$ cat config.mk
export PLATFORM = sky130hd
export DESIGN_NAME = pwm_dual_slope
export DESIGN_NICKNAME = d
export VERILOG_FILES = /design/src/rtl/pwm_dual_pkg.sv /design/src/rtl/pwm_top_resolve.sv /design/src/rtl/pwm_updown_counter.sv /design/src/rtl/pwm_cmp_chan.sv /design/src/rtl/pwm_dual_slope.sv
export SDC_FILE = /design/constraint.sdc
export NUM_CORES = 1
export LEC_CHECK = 0
export CAP_MARGIN = 20
export CORE_ASPECT_RATIO = 0.7
export CORE_MARGIN = 2
export CORE_UTILIZATION = 40
export DETAILED_ROUTE_END_ITERATION = 8
export DONT_BUFFER_PORTS = 1
export SYNTH_ARGS = -nofsm -noshare
export SYNTH_HDL_FRONTEND = slang
export SYNTH_HIERARCHICAL = 1
export SYNTH_SLANG_ARGS = --single-unit
$ cat constraint.sdc
create_clock -name clk -period 5.1 [get_ports clk]
set_clock_uncertainty 0.1 [all_clocks]
set_input_delay 0.255 -clock clk [delete_from_list [all_inputs] [get_ports clk]]
set_output_delay 0.255 -clock clk [all_outputs]
set_load 0.03 [all_outputs]
$ cat src/rtl/pwm_dual_pkg.sv
package pwm_dual_pkg;
  typedef enum logic [1:0] {
    OUT_OFF    = 2'b00,
    OUT_RSV    = 2'b01,
    OUT_NONINV = 2'b10,
    OUT_INV    = 2'b11
  } out_mode_e;

  typedef enum logic [2:0] {
    TOP_FIX8   = 3'd0,
    TOP_FIX9   = 3'd1,
    TOP_FIX10  = 3'd2,
    TOP_PERIOD = 3'd3,
    TOP_CMPA   = 3'd4
  } top_src_e;
endpackage

$ cat src/rtl/pwm_top_resolve.sv
module pwm_top_resolve
  import pwm_dual_pkg::*;
#(
  parameter int W       = 16,
  parameter int MIN_TOP = 3,
  parameter int FIX_A   = 8,
  parameter int FIX_B   = 9,
  parameter int FIX_C   = 10
) (
  input  logic         clk,
  input  logic         rst_n,
  input  logic [2:0]   top_sel,
  input  logic [W-1:0] period_val,
  input  logic [W-1:0] cmp_a,
  output logic [W-1:0] top_val
);
  localparam logic [W-1:0] TOP_A = W'((64'd1 << FIX_A) - 64'd1);
  localparam logic [W-1:0] TOP_B = W'((64'd1 << FIX_B) - 64'd1);
  localparam logic [W-1:0] TOP_C = W'((64'd1 << FIX_C) - 64'd1);
  localparam logic [W-1:0] FLOOR = W'(MIN_TOP);

  logic [W-1:0] reg_src;

  always_comb begin
    reg_src = (top_sel == TOP_CMPA) ? cmp_a : period_val;
    if (reg_src < FLOOR) reg_src = FLOOR;
    unique case (top_sel)
      TOP_FIX9:             top_val = TOP_B;
      TOP_FIX10:            top_val = TOP_C;
      TOP_PERIOD, TOP_CMPA: top_val = reg_src;
      default:              top_val = TOP_A;
    endcase
  end


  top_floor_chk: assert property (@(posedge clk) disable iff (!rst_n)
    top_val >= FLOOR);
endmodule

$ cat src/rtl/pwm_updown_counter.sv
module pwm_updown_counter #(
  parameter int W = 16
) (
  input  logic         clk,
  input  logic         rst_n,
  input  logic         tick,
  input  logic [W-1:0] top_val,
  output logic [W-1:0] cnt_q,
  output logic         dir_q,
  output logic [W-1:0] cnt_nx,
  output logic         dir_nx,
  output logic         top_flag,
  output logic         bot_flag
);
  logic top_hit, bot_hit;

  always_comb begin
    cnt_nx  = cnt_q;
    dir_nx  = dir_q;
    top_hit = 1'b0;
    bot_hit = 1'b0;
    if (tick) begin
      if (dir_q) begin
        if (cnt_q >= top_val) begin
          dir_nx = 1'b0;
          cnt_nx = cnt_q - 1'b1;
        end else begin
          cnt_nx  = cnt_q + 1'b1;
          top_hit = (cnt_nx == top_val);
        end
      end else begin
        if (cnt_q == '0) begin
          dir_nx = 1'b1;
          cnt_nx = W'(1);
        end else begin
          cnt_nx  = cnt_q - 1'b1;
          bot_hit = (cnt_nx == '0);
        end
      end
    end
  end

  always_ff @(posedge clk) begin
    if (!rst_n) begin
      cnt_q    <= '0;
      dir_q    <= 1'b1;
      top_flag <= 1'b0;
      bot_flag <= 1'b0;
    end else begin
      cnt_q    <= cnt_nx;
      dir_q    <= dir_nx;
      top_flag <= top_hit;
      bot_flag <= bot_hit;
    end
  end


  hold_idle_chk: assert property (@(posedge clk) disable iff (!rst_n)
    !tick |=> $stable(cnt_q));

  unit_step_chk: assert property (@(posedge clk) disable iff (!rst_n)
    tick |=> (cnt_q == $past(cnt_q) + 1'b1) || (cnt_q == $past(cnt_q) - 1'b1));

  top_flag_chk: assert property (@(posedge clk) disable iff (!rst_n)
    top_flag |-> (dir_q && cnt_q == $past(top_val)));

  bot_flag_chk: assert property (@(posedge clk) disable iff (!rst_n)
    bot_flag |-> (!dir_q && cnt_q == '0));

  flag_pulse_chk: assert property (@(posedge clk) disable iff (!rst_n)
    top_flag |=> !top_flag);

  no_flag_clash_chk: assert property (@(posedge clk) disable iff (!rst_n)
    !(top_flag && bot_flag));
endmodule

$ cat src/rtl/pwm_cmp_chan.sv
module pwm_cmp_chan
  import pwm_dual_pkg::*;
#(
  parameter int W = 16
) (
  input  logic         clk,
  input  logic         rst_n,
  input  logic [W-1:0] cnt_nx,
  input  logic         dir_nx,
  input  logic [W-1:0] top_val,
  input  logic [W-1:0] cmp,
  input  logic [1:0]   mode,
  output logic         pwm_q
);
  logic lvl, pin_nx;
  out_mode_e md;

  always_comb begin
    md = out_mode_e'(mode);
    if (cmp == '0)            lvl = 1'b0;
    else if (cmp >= top_val)  lvl = 1'b1;
    else if (dir_nx)          lvl = (cnt_nx < cmp);
    else                      lvl = (cnt_nx <= cmp);
    unique case (md)
      OUT_NONINV: pin_nx = lvl;
      OUT_INV:    pin_nx = ~lvl;
      default:    pin_nx = 1'b0;
    endcase
  end

  always_ff @(posedge clk) begin
    if (!rst_n) pwm_q <= 1'b0;
    else        pwm_q <= pin_nx;
  end


  parked_low_chk: assert property (@(posedge clk) disable iff (!rst_n)
    !mode[1] |=> !pwm_q);

  zero_cmp_chk: assert property (@(posedge clk) disable iff (!rst_n)
    (mode == 2'b10 && cmp == '0) |=> !pwm_q);
endmodule

$ cat src/rtl/pwm_dual_slope.sv
module pwm_dual_slope
  import pwm_dual_pkg::*;
#(
  parameter int W       = 16,
  parameter int NCH     = 2,
  parameter int MIN_TOP = 3
) (
  input  logic             clk,
  input  logic             rst_n,
  input  logic             tick,
  input  logic [2:0]       top_sel,
  input  logic [W-1:0]     period_val,
  input  logic [NCH*W-1:0] cmp_val,
  input  logic [2*NCH-1:0] out_mode,
  output logic [NCH-1:0]   pwm_out,
  output logic [W-1:0]     count,
  output logic             cnt_up,
  output logic             top_flag,
  output logic             bot_flag
);
  logic [W-1:0] top_val, cnt_nx;
  logic         dir_nx;

  pwm_top_resolve #(.W(W), .MIN_TOP(MIN_TOP)) u_top (
    .clk        (clk),
    .rst_n      (rst_n),
    .top_sel    (top_sel),
    .period_val (period_val),
    .cmp_a      (cmp_val[W-1:0]),
    .top_val    (top_val)
  );

  pwm_updown_counter #(.W(W)) u_cnt (
    .clk      (clk),
    .rst_n    (rst_n),
    .tick     (tick),
    .top_val  (top_val),
    .cnt_q    (count),
    .dir_q    (cnt_up),
    .cnt_nx   (cnt_nx),
    .dir_nx   (dir_nx),
    .top_flag (top_flag),
    .bot_flag (bot_flag)
  );

  for (genvar g = 0; g < NCH; g++) begin : g_chan
    pwm_cmp_chan #(.W(W)) u_chan (
      .clk     (clk),
      .rst_n   (rst_n),
      .cnt_nx  (cnt_nx),
      .dir_nx  (dir_nx),
      .top_val (top_val),
      .cmp     (cmp_val[g*W +: W]),
      .mode    (out_mode[2*g +: 2]),
      .pwm_q   (pwm_out[g])
    );
  end


  reset_state_chk: assert property (@(posedge clk)
    $past(!rst_n) |-> (count == '0 && cnt_up && pwm_out == '0 && !top_flag && !bot_flag));
endmodule

## Word level (Yosys, flattened, before mapping)

Index checks and enable logic that the tools add are counted.

| operators by class | value |
|---|---|
| add/subtract/negate cells | 2 |
| multiply operators | 0 |
| div/mod/pow operators | 0 |
| order comparisons | 8 |
| eq/ne operators | 9 |
| shift-type cells | 0 |
| muxes and demuxes | 19 |
| bitwise logic cells | 5 |
| reductions and logical operators | 7 |

Operators with widths:

| operator | number |
|---|---|
| 16-bit two-way mux | 6 |
| 16-bit zero test | 4 |
| 16-bit greater-or-equal comparator | 3 |
| 16-bit one-hot mux with 3 select lines | 1 |
| 16-bit less-or-equal comparator | 2 |
| 16-bit less-than comparator | 2 |
| 16-bit by 1-bit adder with 16-bit output, second input constant | 1 |
| 16-bit equality test | 1 |
| 16-bit by 2-bit less-than comparator with 1-bit output, second input constant | 1 |
| 16-bit by 1-bit subtractor with 16-bit output, second input constant | 1 |
| 1-bit two-way mux | 10 |
| 2-bit equality test, second input constant | 4 |
| 4-bit OR reduction | 2 |
| 3-bit by 2-bit equality test with 1-bit output, second input constant | 2 |
| 1-bit NOT | 5 |
| 1-bit one-hot mux with 2 select lines | 2 |
| 3-bit by 1-bit equality test with 1-bit output, second input constant | 1 |
| 3-bit equality test, second input constant | 1 |
| 2-bit OR reduction | 1 |

| storage, ports and cells | value |
|---|---|
| flip-flop bits (word level) | 21 |
| bits in latches | 0 |
| bits in writable memories | 0 |
| memory bits (read-only) | 0 |
| input bits | 58 |
| logic and storage cells | 56 |
| memories kept | 0 |

## Longest topological paths before layout

| logic depth | value |
|---|---|
| word-level depth | 15 |
| mapped depth | 20 |
| gate-level depth less buffers | 17 |

## Modules after synthesis

The synthesis kept the hierarchy.

By module, submodules not included:

| module | times used | cells an instance | area an instance (um^2) | sequential area each (um^2) |
|---|---|---|---|---|
| pwm_updown_counter | 1 | 365 | 2616.3 | 380.4 |
| pwm_cmp_chan (g_chan[0].u_chan) | 1 | 123 | 902.1 | 20.0 |
| pwm_cmp_chan (g_chan[1].u_chan) | 1 | 122 | 899.6 | 20.0 |
| pwm_top_resolve | 1 | 39 | 295.3 | 0.0 |

## Worst setup path after synthesis

OpenSTA, ideal clock, no wires.

| path | value |
|---|---|
| kind | in2reg |
| start | in cmp_val[14] |
| end | reg g_chan[0].u_chan.pwm_q |
| arrival time | 4.606 ns |
| setup slack | 0.298 ns |
| stages | 19 |
| cell sequence | or4_4 -> o41ai_2 -> o32a_2 -> inv_1 -> ha_1 -> nor2b_1 -> o211a_1 -> o311ai_1 -> and3_1 -> buf_2 -> buf_2 -> mux2i_1 -> nand2_1 -> ha_1 -> nand4_1 -> nor3_1 -> a221o_1 -> or3_1 -> o311ai_1 |

| between the ends | value |
|---|---|
| longest elaborated chain between the ends | 14 |

Ends and longest elaborated chain:

| item | RTL line | text |
|---|---|---|
| from (decl) | pwm_dual_slope.sv:13 | `input logic [NCH*W-1:0] cmp_val,` |
| 16-bit two-way mux (*) | pwm_top_resolve.sv:25 | `reg_src = (top_sel == TOP_CMPA) ? cmp_a : period_val;` |
| 16-bit by 2-bit less-than comparator with 1-bit output (*) | pwm_top_resolve.sv:26 | `if (reg_src < FLOOR) reg_src = FLOOR;` |
| 16-bit two-way mux (*) | pwm_top_resolve.sv:26 |  |
| 16-bit one-hot mux with 3 select lines (*) | pwm_top_resolve.sv:27 | `unique case (top_sel)` |
| net top_val[1] | pwm_dual_slope.sv:21 | `logic [W-1:0] top_val, cnt_nx;` |
| 16-bit greater-or-equal comparator (*) | pwm_updown_counter.sv:24 | `if (cnt_q >= top_val) begin` |
| 16-bit two-way mux (*) | pwm_updown_counter.sv:24 |  |
| 16-bit two-way mux (*) | pwm_updown_counter.sv:23 | `if (dir_q) begin` |
| 16-bit two-way mux (*) | pwm_updown_counter.sv:22 | `if (tick) begin` |
| net cnt_nx[9] | pwm_dual_slope.sv:21 |  |
| 16-bit less-or-equal comparator / 16-bit less-than comparator (equally long branches) | pwm_cmp_chan.sv:23, pwm_cmp_chan.sv:22 |  |
| 1-bit two-way mux (*) | pwm_cmp_chan.sv:22 | `else if (dir_nx) lvl = (cnt_nx < cmp);` |
| 1-bit two-way mux (*) | pwm_cmp_chan.sv:21 | `else if (cmp >= top_val) lvl = 1'b1;` |
| 1-bit two-way mux (*) | pwm_cmp_chan.sv:20 | `if (cmp == '0) lvl = 1'b0;` |
| 1-bit NOT | pwm_cmp_chan.sv:26 | `OUT_INV: pin_nx = ~lvl;` |
| 1-bit one-hot mux with 2 select lines (*) | pwm_cmp_chan.sv:24 | `unique case (md)` |
| to (signal assigned) | pwm_cmp_chan.sv:33 | `else pwm_q <= pin_nx;` |
| to (decl) | pwm_cmp_chan.sv:13 | `output logic pwm_q` |

The timed path passes the listed nets; every way through them passes the cells marked *.
A chain may end at the register's enable or synchronous reset.

## Worst setup path after layout

Same ends and word-level chain as after synthesis.

==> reports/metrics.cfg <==
[logic_synthesis]
synth_top_family_by_area = simple AND/OR/NAND/NOR gates
synth_flop_cell = dfxtp_1
synthAdderAreaFrac = 0.223
synth_area_sq_um = 4710
syn_avg_cell_area_sq_um = 7.26
synth-simple-area-share = 0.281
seq_area_frac_synth = 0.0892
yosys-mux-area-fraction = 0.0181
synth_xor_area_frac = 0.0483
async_flop_share = 0
syn_inst = 649
yosys_register_bits = 21
synth_compound_area_frac = 0.246
synth_edf_count = 0
ys_types = 76
synth_fp_nets = 791
ys_warn_count = 6

[routing]
first_pass_iters = 5
drc = 0
drt_first_iter_violations = 736
num_vias = 5459
via_per_inst = 6.48
wl_um = 20100
drtAntennaViolNets = 0
wl_per_cell_um = 23.9

[setup_path]
required_ns = 5.18
ff2ff_setup_slack_ns = 0.67
end_kind = register
crit_type = input port to register
arrival_ns = 4.99
startpoint = cmp_val[14]
reg2regPathDepth = 15
timing.rr.end = g_chan[0].u_chan/pwm_q
worst_setup_path_start_kind = input port
cp_max_fo = 5
r2r-start = u_cnt/cnt_q[4]

[timing]
worst_pin_slew_ns = 1.18
tns_ns = 0
fmax_mhz = 204
finalMaxSlewViolations = 0
rsz0062_at_grt = no
hold_violations = 0
relSlewSlack = 0.206
min_period_ns = 4.90
setup_viol = 0
whs_ns = 0.0266
timing.final.crit_share = 0.961

[placed_design]
gp_congestion = 1.06
postPlaceCellArea_sq_um = 5220
io_buffers = 0
dp_hpwl_um = 16400

[floorplan]
design.die.area_sq_um = 12700
start_util = 0.406
die_h_um = 94.8
die_x_um = 134
io_pins = 79
rows = 33
coreArea_sq_um = 11600

[clock_network]
cts_max_path_buffers = 2
htreeDepth = 1
clk_pin_slew_ns = 0.07
clk_latency_ns = 0.27
tritoncts = yes
clock-sinks = 21
cts_setup_buffers = 0
root_buffer = clkbuf_16
numCtsBuffers = 3

[layout]
area_growth_pct = 13.0
final_cell_mix = 90 x inv_1, 84 x ha_1, 53 x buf_4, 52 x nand2_1, 35 x nand3_1
nets = 828
num_antenna_cells = 0
fin_area_sq_um = 5320
fillers = 1192
final_common_cell = inv_1
drive_above_1_share = 0.114

[global_route]
antenna_found_initial = 0
overflow = 0
grt_max_degree = 29
grt_usage = 0.313
grt_pass1_vias = 4942
grt_pass1_wl_um = 29600

[power]
leakagePower_nw = 2.54
power-per-cell-area_nw_per_um2 = 559
vdd_drop_max_mv = 0.346
power_mw = 2.98

[run]
cap_violations = 0

[hold_path]
hold_start = rst_n
hold_path_class = input port to register
min_to = u_cnt/cnt_q[0]
whs_path_depth = 1

[status]
outcome = finished clean

[flip-flops by register name, indices dropped and copies added (netlist names)]
| signal | cells |
|---|---|
| u_cnt/cnt_q | 16 |
| g_chan.u_chan/pwm_q | 2 |
| u_cnt/bot_flag | 1 |
| u_cnt/top_flag | 1 |
| u_cnt/dir_q | 1 |
[cells in the mapped netlist, types with 7 or more instances]
cell type / n / share of area
a211oi_1: 7 / 0.011
a21oi_1: 31 / 0.033
a31oi_1: 12 / 0.016
and3_1: 9 / 0.012
clkbuf_1: 17 / 0.014
dfxtp_1: 21 / 0.089
ha_1: 84 / 0.22
inv_1: 90 / 0.072
mux2i_1: 7 / 0.015
nand2_1: 52 / 0.041
nand3_1: 35 / 0.037
nand4_1: 23 / 0.031
nor2_1: 33 / 0.026
nor3_1: 12 / 0.013
nor4_1: 12 / 0.016
o21a_1: 9 / 0.014
o21ai_0: 23 / 0.024
o22a_1: 7 / 0.013
o31ai_1: 7 / 0.011
or3_1: 8 / 0.011
or4_1: 11 / 0.018
xnor2_1: 14 / 0.026
xor2_1: 12 / 0.022
[through the flow]
stage	utilization	setup WS, ns	cells
after floorplan	-	0.298	649
after global placement	0.450	0.0647	836
after detailed placement	0.450	-0.0266	836
after CTS	0.459	0.269	842
after global routing	0.459	0.00172	842
final	0.459	0.198	842
[worst max-delay path by stage]
stage	end	depth (start not counted)	slack, ns
global placement	g_chan[0].u_chan/pwm_q	19	0.06
finish	g_chan[0].u_chan/pwm_q	19	0.20
CTS	g_chan[0].u_chan/pwm_q	19	0.27
detailed placement	g_chan[0].u_chan/pwm_q	19	-0.03
global route	g_chan[0].u_chan/pwm_q	19	0.002
floorplan	g_chan[0].u_chan/pwm_q	19	0.30
[power breakdown]
part	leakage [nW]	switching, mW	internal, mW
sequential	0.172	0.0842	0.217
combinational	2.33	1.52	0.969
clock	0.0409	0.0851	0.106
[area by class of cell]
cell class | count | area [sq um] | area share
well taps | 157 | 196 | 0.0369
multi-input cells | 514 | 3850 | 0.723
flip-flops and latches | 21 | 420 | 0.0790
inverters | 90 | 338 | 0.0635
repair buffers | 56 | 438 | 0.0823
clock buffers | 3 | 75.1 | 0.0141
clock inverters | 1 | 5.00 | 0.000940
[critical path, stage by stage]
cell      delay, ns
or4_4          0.52
o41ai_2        0.42
o32a_2         0.23
inv_1          0.04
ha_1           0.29
nor2b_1        0.13
o211a_1        0.20
o311ai_1       0.29
buf_4          0.18
nand3_1        0.24
mux2i_1        0.27
o221ai_1       0.23
ha_1           0.38
nand4_1        0.14
buf_4          0.16
nor3_1         0.31
o21ai_0        0.22
and3_1         0.21
o311ai_1       0.26
[kinds of logic after synthesis]
family,Yosys count
flops,21
fa+ha+maj,84
xor+xnor,26
buf+inv,114
mux,8
simple gates,238
compound gates,158
[metal layers]
metal  track usage  share of wire  vias to the layer above
met1         0.452           0.45                     2560
met4        0.0505          0.014                        0
met3         0.127           0.15                       27
met5             0              0                        -
met2         0.435           0.39                      377
li1              -              -                     2495
[timing repair]
| action | 4_1_cts | 5_1_grt |
|---|---|---|
| resized for setup | 0 | 1 |
| hold buffers | 2 | 0 |
| setup endpoints to repair | 0 | 1 |
| endpoints found under the hold margin | 2 | 0 |
Note: power is estimated with default switching activity, not from simulation.
